==> src/rtl/lane_clamp_pkg.sv <==
package lane_clamp_pkg;
  // Primary opcode byte, instruction bits 27:20
  localparam logic [7:0] OPC_SIGNED   = 8'h6A;
  localparam logic [7:0] OPC_UNSIGNED = 8'h6E;
  // Sub-operation code, instruction bits 7:5
  localparam logic [2:0] SUBOP_PAIR   = 3'b001;
  // Field positions inside the instruction word
  localparam int OPC_LSB  = 20;
  localparam int FLD_LSB  = 16;
  localparam int DEST_LSB = 12;
  localparam int SUB_LSB  = 5;
endpackage

==> src/rtl/clamp_decode.sv <==
module clamp_decode
  import lane_clamp_pkg::*;
#(
  parameter int WORD_W = 32,
  parameter int IDX_W  = 4,
  parameter int FLD_W  = 4
) (
  input  logic              in_valid,
  input  logic [WORD_W-1:0] instr,
  output logic              hit,
  output logic              is_signed,
  output logic [FLD_W-1:0]  width_fld,
  output logic [IDX_W-1:0]  dest
);
  logic [7:0] opc;
  logic [2:0] sub;

  always_comb begin
    opc       = instr[OPC_LSB +: 8];
    sub       = instr[SUB_LSB +: 3];
    is_signed = (opc == OPC_SIGNED);
    hit       = in_valid && sub == SUBOP_PAIR &&
                (opc == OPC_SIGNED || opc == OPC_UNSIGNED);
    width_fld = instr[FLD_LSB +: FLD_W];
    dest      = instr[DEST_LSB +: IDX_W];
  end
endmodule

==> src/rtl/lane_clamp.sv <==
module lane_clamp #(
  parameter int LANE_W = 16,
  parameter int FLD_W  = 4
) (
  input  logic [LANE_W-1:0] lane_in,
  input  logic              is_signed,
  input  logic [FLD_W-1:0]  width_fld,
  output logic [LANE_W-1:0] lane_out,
  output logic              clipped
);
  localparam int EXT_W = LANE_W + 2;

  logic signed [EXT_W-1:0] val, step, top_lim, bot_lim, out_ext;

  always_comb begin
    val     = $signed({{2{lane_in[LANE_W-1]}}, lane_in});
    step    = $signed({{(EXT_W-1){1'b0}}, 1'b1} << width_fld);
    top_lim = step - 1;
    bot_lim = is_signed ? -step : '0;
    if (val > top_lim) begin
      lane_out = top_lim[LANE_W-1:0];
      clipped  = 1'b1;
    end else if (val < bot_lim) begin
      lane_out = bot_lim[LANE_W-1:0];
      clipped  = 1'b1;
    end else begin
      lane_out = lane_in;
      clipped  = 1'b0;
    end
  end

  // the clamped half always lies inside the selected range
  always_comb begin
    out_ext = $signed({{2{lane_out[LANE_W-1]}}, lane_out});
    a_r2_lane_in_range: assert (out_ext <= top_lim && out_ext >= bot_lim)
      else $error("clamped half outside range");
  end
endmodule

==> src/rtl/dual_lane_clamp.sv <==
module dual_lane_clamp #(
  parameter int WORD_W = 32,
  parameter int LANES  = 2,
  parameter int IDX_W  = 4,
  parameter int FLD_W  = 4
) (
  input  logic              clk,
  input  logic              rst,
  input  logic              in_valid,
  input  logic [WORD_W-1:0] instr,
  input  logic [WORD_W-1:0] src_word,
  input  logic              flag_clr,
  output logic [WORD_W-1:0] res_data,
  output logic              res_valid,
  output logic [IDX_W-1:0]  dest_idx,
  output logic              sat_flag
);
  localparam int LANE_W = WORD_W / LANES;

  logic              hit, is_signed;
  logic [FLD_W-1:0]  width_fld;
  logic [IDX_W-1:0]  dest;
  logic [WORD_W-1:0] packed_w;
  logic [LANES-1:0]  clip_vec;
  logic              clip_any;

  clamp_decode #(.WORD_W(WORD_W), .IDX_W(IDX_W), .FLD_W(FLD_W)) u_dec (
    .in_valid (in_valid),
    .instr    (instr),
    .hit      (hit),
    .is_signed(is_signed),
    .width_fld(width_fld),
    .dest     (dest)
  );

  for (genvar g = 0; g < LANES; g++) begin : g_lane
    lane_clamp #(.LANE_W(LANE_W), .FLD_W(FLD_W)) u_lane (
      .lane_in  (src_word[g*LANE_W +: LANE_W]),
      .is_signed(is_signed),
      .width_fld(width_fld),
      .lane_out (packed_w[g*LANE_W +: LANE_W]),
      .clipped  (clip_vec[g])
    );
  end

  assign clip_any = |clip_vec;

  always_ff @(posedge clk) begin
    if (rst) begin
      res_valid <= 1'b0;
      res_data  <= '0;
      dest_idx  <= '0;
      sat_flag  <= 1'b0;
    end else begin
      res_valid <= hit;
      if (hit) begin
        res_data <= packed_w;
        dest_idx <= dest;
      end
      sat_flag <= (sat_flag & ~flag_clr) | (hit & clip_any);
    end
  end

  // a result pulse follows every accepted operation
  a_r8_valid_follows: assert property (@(posedge clk) disable iff (rst)
    hit |=> res_valid);
  // no pulse without an accepted operation
  a_r8_no_spurious_valid: assert property (@(posedge clk) disable iff (rst)
    !hit |=> !res_valid);
  // rejected cycles keep the result and index
  a_r1_hold_result: assert property (@(posedge clk) disable iff (rst)
    !hit |=> ($stable(res_data) && $stable(dest_idx)));
  // the flag only drops on a clear strobe
  a_r6_flag_sticky: assert property (@(posedge clk) disable iff (rst)
    (sat_flag && !flag_clr) |=> sat_flag);
  // a clear without a clipping operation lowers the flag
  a_r7_flag_cleared: assert property (@(posedge clk) disable iff (rst)
    (flag_clr && !(hit && clip_any)) |=> !sat_flag);
  // a clipping operation raises the flag
  a_r5_flag_set: assert property (@(posedge clk) disable iff (rst)
    (hit && clip_any) |=> sat_flag);
endmodule

==> config.mk <==
export PLATFORM = sky130hd
export DESIGN_NAME = dual_lane_clamp
export DESIGN_NICKNAME = d
export VERILOG_FILES = /design/src/rtl/lane_clamp_pkg.sv /design/src/rtl/clamp_decode.sv /design/src/rtl/lane_clamp.sv /design/src/rtl/dual_lane_clamp.sv
export SDC_FILE = /design/constraint.sdc
export NUM_CORES = 1
export LEC_CHECK = 0
export BUFFER_PORTS_ARGS = -buffer_cell sky130_fd_sc_hd__buf_4
export CAP_MARGIN = 10
export CORE_ASPECT_RATIO = 0.7
export CORE_MARGIN = 1
export CORE_UTILIZATION = 55
export DETAILED_ROUTE_END_ITERATION = 16
export GPL_ROUTABILITY_DRIVEN = 0
export PLACE_DENSITY = 0.81
export SLEW_MARGIN = 0
export SYNTH_ARGS = -nofsm -noshare
export SYNTH_HDL_FRONTEND = slang
export SYNTH_SLANG_ARGS = --single-unit
==> constraint.sdc <==
create_clock -name clk -period 6 [get_ports clk]
set_clock_uncertainty 0.1 [all_clocks]
set_input_delay 1.8 -clock clk [delete_from_list [all_inputs] [get_ports clk]]
set_output_delay 1.8 -clock clk [all_outputs]
set_load 0.1 [all_outputs]
==> out/results.md <==
### Synth
- 19.72% — synthesized-area fraction occupied by adder cells
- 0.004295 mm2 — cell area after synthesis
- sky130_fd_sc_hd__ha_1 (19%), sky130_fd_sc_hd__dfxtp_1 (18%), sky130_fd_sc_hd__a21oi_1 (4.5%) — top cells by area in the synthesized netlist
- compound AO/OA/AOI/OAI gates — largest family of logic cells by synthesized area
- 17.71% — proportion of synthesized chip area in sequential cells
- 74 — count of unique library cells instantiated by Yosys
- 537 — post-synthesis instance total
- 7.999 um2 — Mean Syn Cell Area
- sky130_fd_sc_hd__dfxtp_1 — ys flop type
- 30.21% — area fraction in compound gates after synthesis
- sky130_fd_sc_hd__ha_1 — cell with the most instances after synthesis
- 0 — number of warnings printed during yosys synthesis
- 0 — EDFF count, synth
- 0% — fraction of synthesis flops using an asynchronous set or reset pin
- sky130_fd_sc_hd__ha_1 (66), sky130_fd_sc_hd__nand2_1 (42), sky130_fd_sc_hd__a21oi_1 (39) — Synth top cells by count
- 21.64% — synthesized-area fraction occupied by and/or/nand/nor cells
- sky130_fd_sc_hd__ha_1 — cell taking the most area after synthesis
- 0.6117% — xor and xnor area share after synthesis
- 38 — flops & latches, synth
- 19.23% — area share of the leading cell type in the synthesized netlist
- 4.486% — multiplexer share of the synthesized area

### Floorplan
- 57.91% — starting density of the core
- 107.6 um — Chip Width
- 0.007417 mm2 — core area
- 26 — number of placement rows
- 75.94 um — die span in y
- 0.008173 mm2 — die area
- 106 — number of primary I/O pins

### STA
- 0 — Final Max Tran Viols
- 0 — Final Setup Violations
- 175.7 MHz — Max Fclk
- 94.87% — share of the clock period used by the worst path after layout
- 0 ps — setup_tns
- 737.4 ps — Worst-Margin Slew
- 5692 ps — Tmin final
- 50.79% — Worst slew margin
- 308.1 ps — Final Worst Setup Slack
- no — setup repair after global routing missed its margin
- 0 — final number of hold-violating endpoints

### Critical path
- input pin — critical path launch point type
- in -> reg — WS Path Type
- sky130_fd_sc_hd__a221oi_4 — cell with the largest stage delay on the worst path
- 10 — CP max FO
- 6100 ps — required time reported for the critical path endpoint
- 550 ps — CP max stage delay
- buf_4 > nor4_2 > inv_1 > ha_1 > a22o_1 > a22oi_1 > ha_1 > a21oi_1 > nand2_1 > a211oi_1 > o21ai_0 > a221oi_4 > nor2_1 > o31ai_1 — list of cells traversed by the critical path
- 2 — CP Buf/Inv Count
- compound AO/OA/AOI/OAI gates — dominant delay contributor by cell family on the critical path
- sky130_fd_sc_hd__ha_1 — Critical Path Most Common Cell
- flop — Worst Setup End Kind
- 5800 ps — Arr. time, crit path

### Clock tree
- 38 — Clock Sinks
- 5 — number of buffers inserted during clock tree synthesis
- 70 ps — Clock Pin Slew Worst Setup and Hold Paths
- 290 ps — worst-skew pair later-pin latency
- 0 — setup repair bufs after CTS
- sky130_fd_sc_hd__clkbuf_8 — cell chosen for the clock root
- 0 — CTS resizes
- done — TritonCTS clock tree
- 0 — Post-CTS Hold Buffers
- 2 — maximum clock path buffer count
- 2 — H-tree depth

### Cells and area
- 741 — Finished Layout Cells
- 24.73% — layout cell share with drive strength beyond 1
- 0 — diode insertion count for antenna repair
- 598 — fill cell count
- 0.005343 mm2 — final std cell area, no fill
- 760.7 um2 — Storage cell area
- 24.38% — synth-to-layout area growth
- 0.003307 mm2 — area taken by multi-input logic gates
- 72.03% — core occupancy in the finished layout
- 777 — Final Net Count

### GRT
- 4,542 — vias in the first global route
- 0 — total congestion overflow after global routing
- 42 — pin count of the biggest net entering global routing
- 23,020 um — wire length of the first global-routing pass
- 0 — number of antenna violations at the first check in global routing
- 36.02% — GRT Util Overall

### Place
- 0.005264 mm2 — total cell area at the placement stage
- 11,770 um — post-DP HPWL
- 734 — Cells after DPL
- 92 — buffers added on ports
- 149.1 ps — worst setup slack before clock tree synthesis

### Power
- 38.7% — portion of total power attributed to combinational logic
- 36.4% — Seq pwr share
- 2.316 nW — leakage power figure
- 129.7 mW/mm2 — power density over the cells
- 36.39% — switching share of power
- 86.61 uV — peak supply drop
- 0.0004407 W — internal power summed over all cells
- 0.0002521 W — Switch Pwr
- 24.9% — fraction of power consumed by the clock network

### Drt
- 6.628 — via density per instance
- 1597 um — detailed route wirelength on metal3
- 6 — TritonRoute pass-1 iters
- met4 — top metal layer carrying routed signals
- 14,780 um — total wire length after detailed routing
- 0 — final antenna-violating net count
- 4,911 — number of vias in the routed layout
- 6332 um — met1 wire length
- 0 — DRC violation count after routing
- 19.94 um — post-detailed-route wirelength per cell
- 511 — number of DRC markers after the initial detailed-route iteration
- 6445 um — WL met2

### Run status
- finished, final reports clean — status

### Job
- 0 — number of max-cap violations

### Hold path
- reg -> reg — min-delay worst type

[cell usage in the layout, fill, tap and decap left out, drive strengths merged, types with 22 or more instances in the layout]
master    n
inv      26
ha       66
nor2     29
o21ai    32
nand2    43
o31ai    22
a21oi    39
a31oi    24
buf     130
dfxtp    38
nor3b    22
[final timing paths]
| path | start | end | slack [ps] | cells past startpoint |
|---|---|---|---|---|
| worst max-delay path | instr[19] | res_data[25]$_SDFFE_PP0P_ | 310 | 14 |
| worst min-delay path | dest_idx[3]$_SDFFE_PP0P_ | dest_idx[3]$_SDFFE_PP0P_ | 370 | 2 |
| worst max register to register | sat_flag$_SDFF_PP0_ | sat_flag$_SDFF_PP0_ | 4890 | 3 |
| worst min register to register | dest_idx[3]$_SDFFE_PP0P_ | dest_idx[3]$_SDFFE_PP0P_ | 370 | 2 |
[cell type report]
type                    instances  share of cell area (%)
multi-input cells             442                   61.90
well taps                      98                   2.295
repair buffers                130                   18.27
inverters                      26                   1.827
flip-flops and latches         38                   14.24
clock inverters                 2                  0.1874
clock buffers                   5                   1.288
[per-stage QoR]
stage               total power, W  hold WS [ps]
global placement         0.0005063         343.3
CTS                      0.0006827         365.2
finish                   0.0006927         367.9
detailed placement       0.0005163         351.8
global route             0.0007202         393.8
floorplan                0.0004116         771.3
[worst reg2reg max path: cells and delay by family (launching register included)]
kind / cells / cell delay [ps]
AOI/OAI and AO/OA: 2 / 390
DFF: 1 / 330
and+or+nand+nor: 1 / 190
[kinds of logic after synthesis]
family / Yosys count
DFF: 38
muxes: 19
adders and majority gates: 68
other: 1
and+or+nand+nor: 166
AOI/OAI and AO/OA: 184
xor gates and xnor gates: 3
buffers and inverters: 58
[power by group through the flow]
stage / logic (W) / registers (W) / clock network (W)
after floorplan: 0.000153 / 0.000259 / 0
after global placement: 0.000248 / 0.000258 / 0
after detailed placement: 0.000258 / 0.000258 / 0
after CTS: 0.000260 / 0.000252 / 0.000171
after global routing: 0.000288 / 0.000252 / 0.000180
final: 0.000268 / 0.000252 / 0.000172
[flip-flops by register name (all words and copies together) (netlist names)]
register	count
dest_idx	4
res_data	32
res_valid	1
sat_flag	1
[layer usage]
layer	vias up	GRT usage (%)
met3	45	6.024
li1	2279	-
met5	-	0
met1	2288	51.32
met2	299	54.29
met4	0	12.60
No activity file was read; power rests on OpenSTA's default activity.
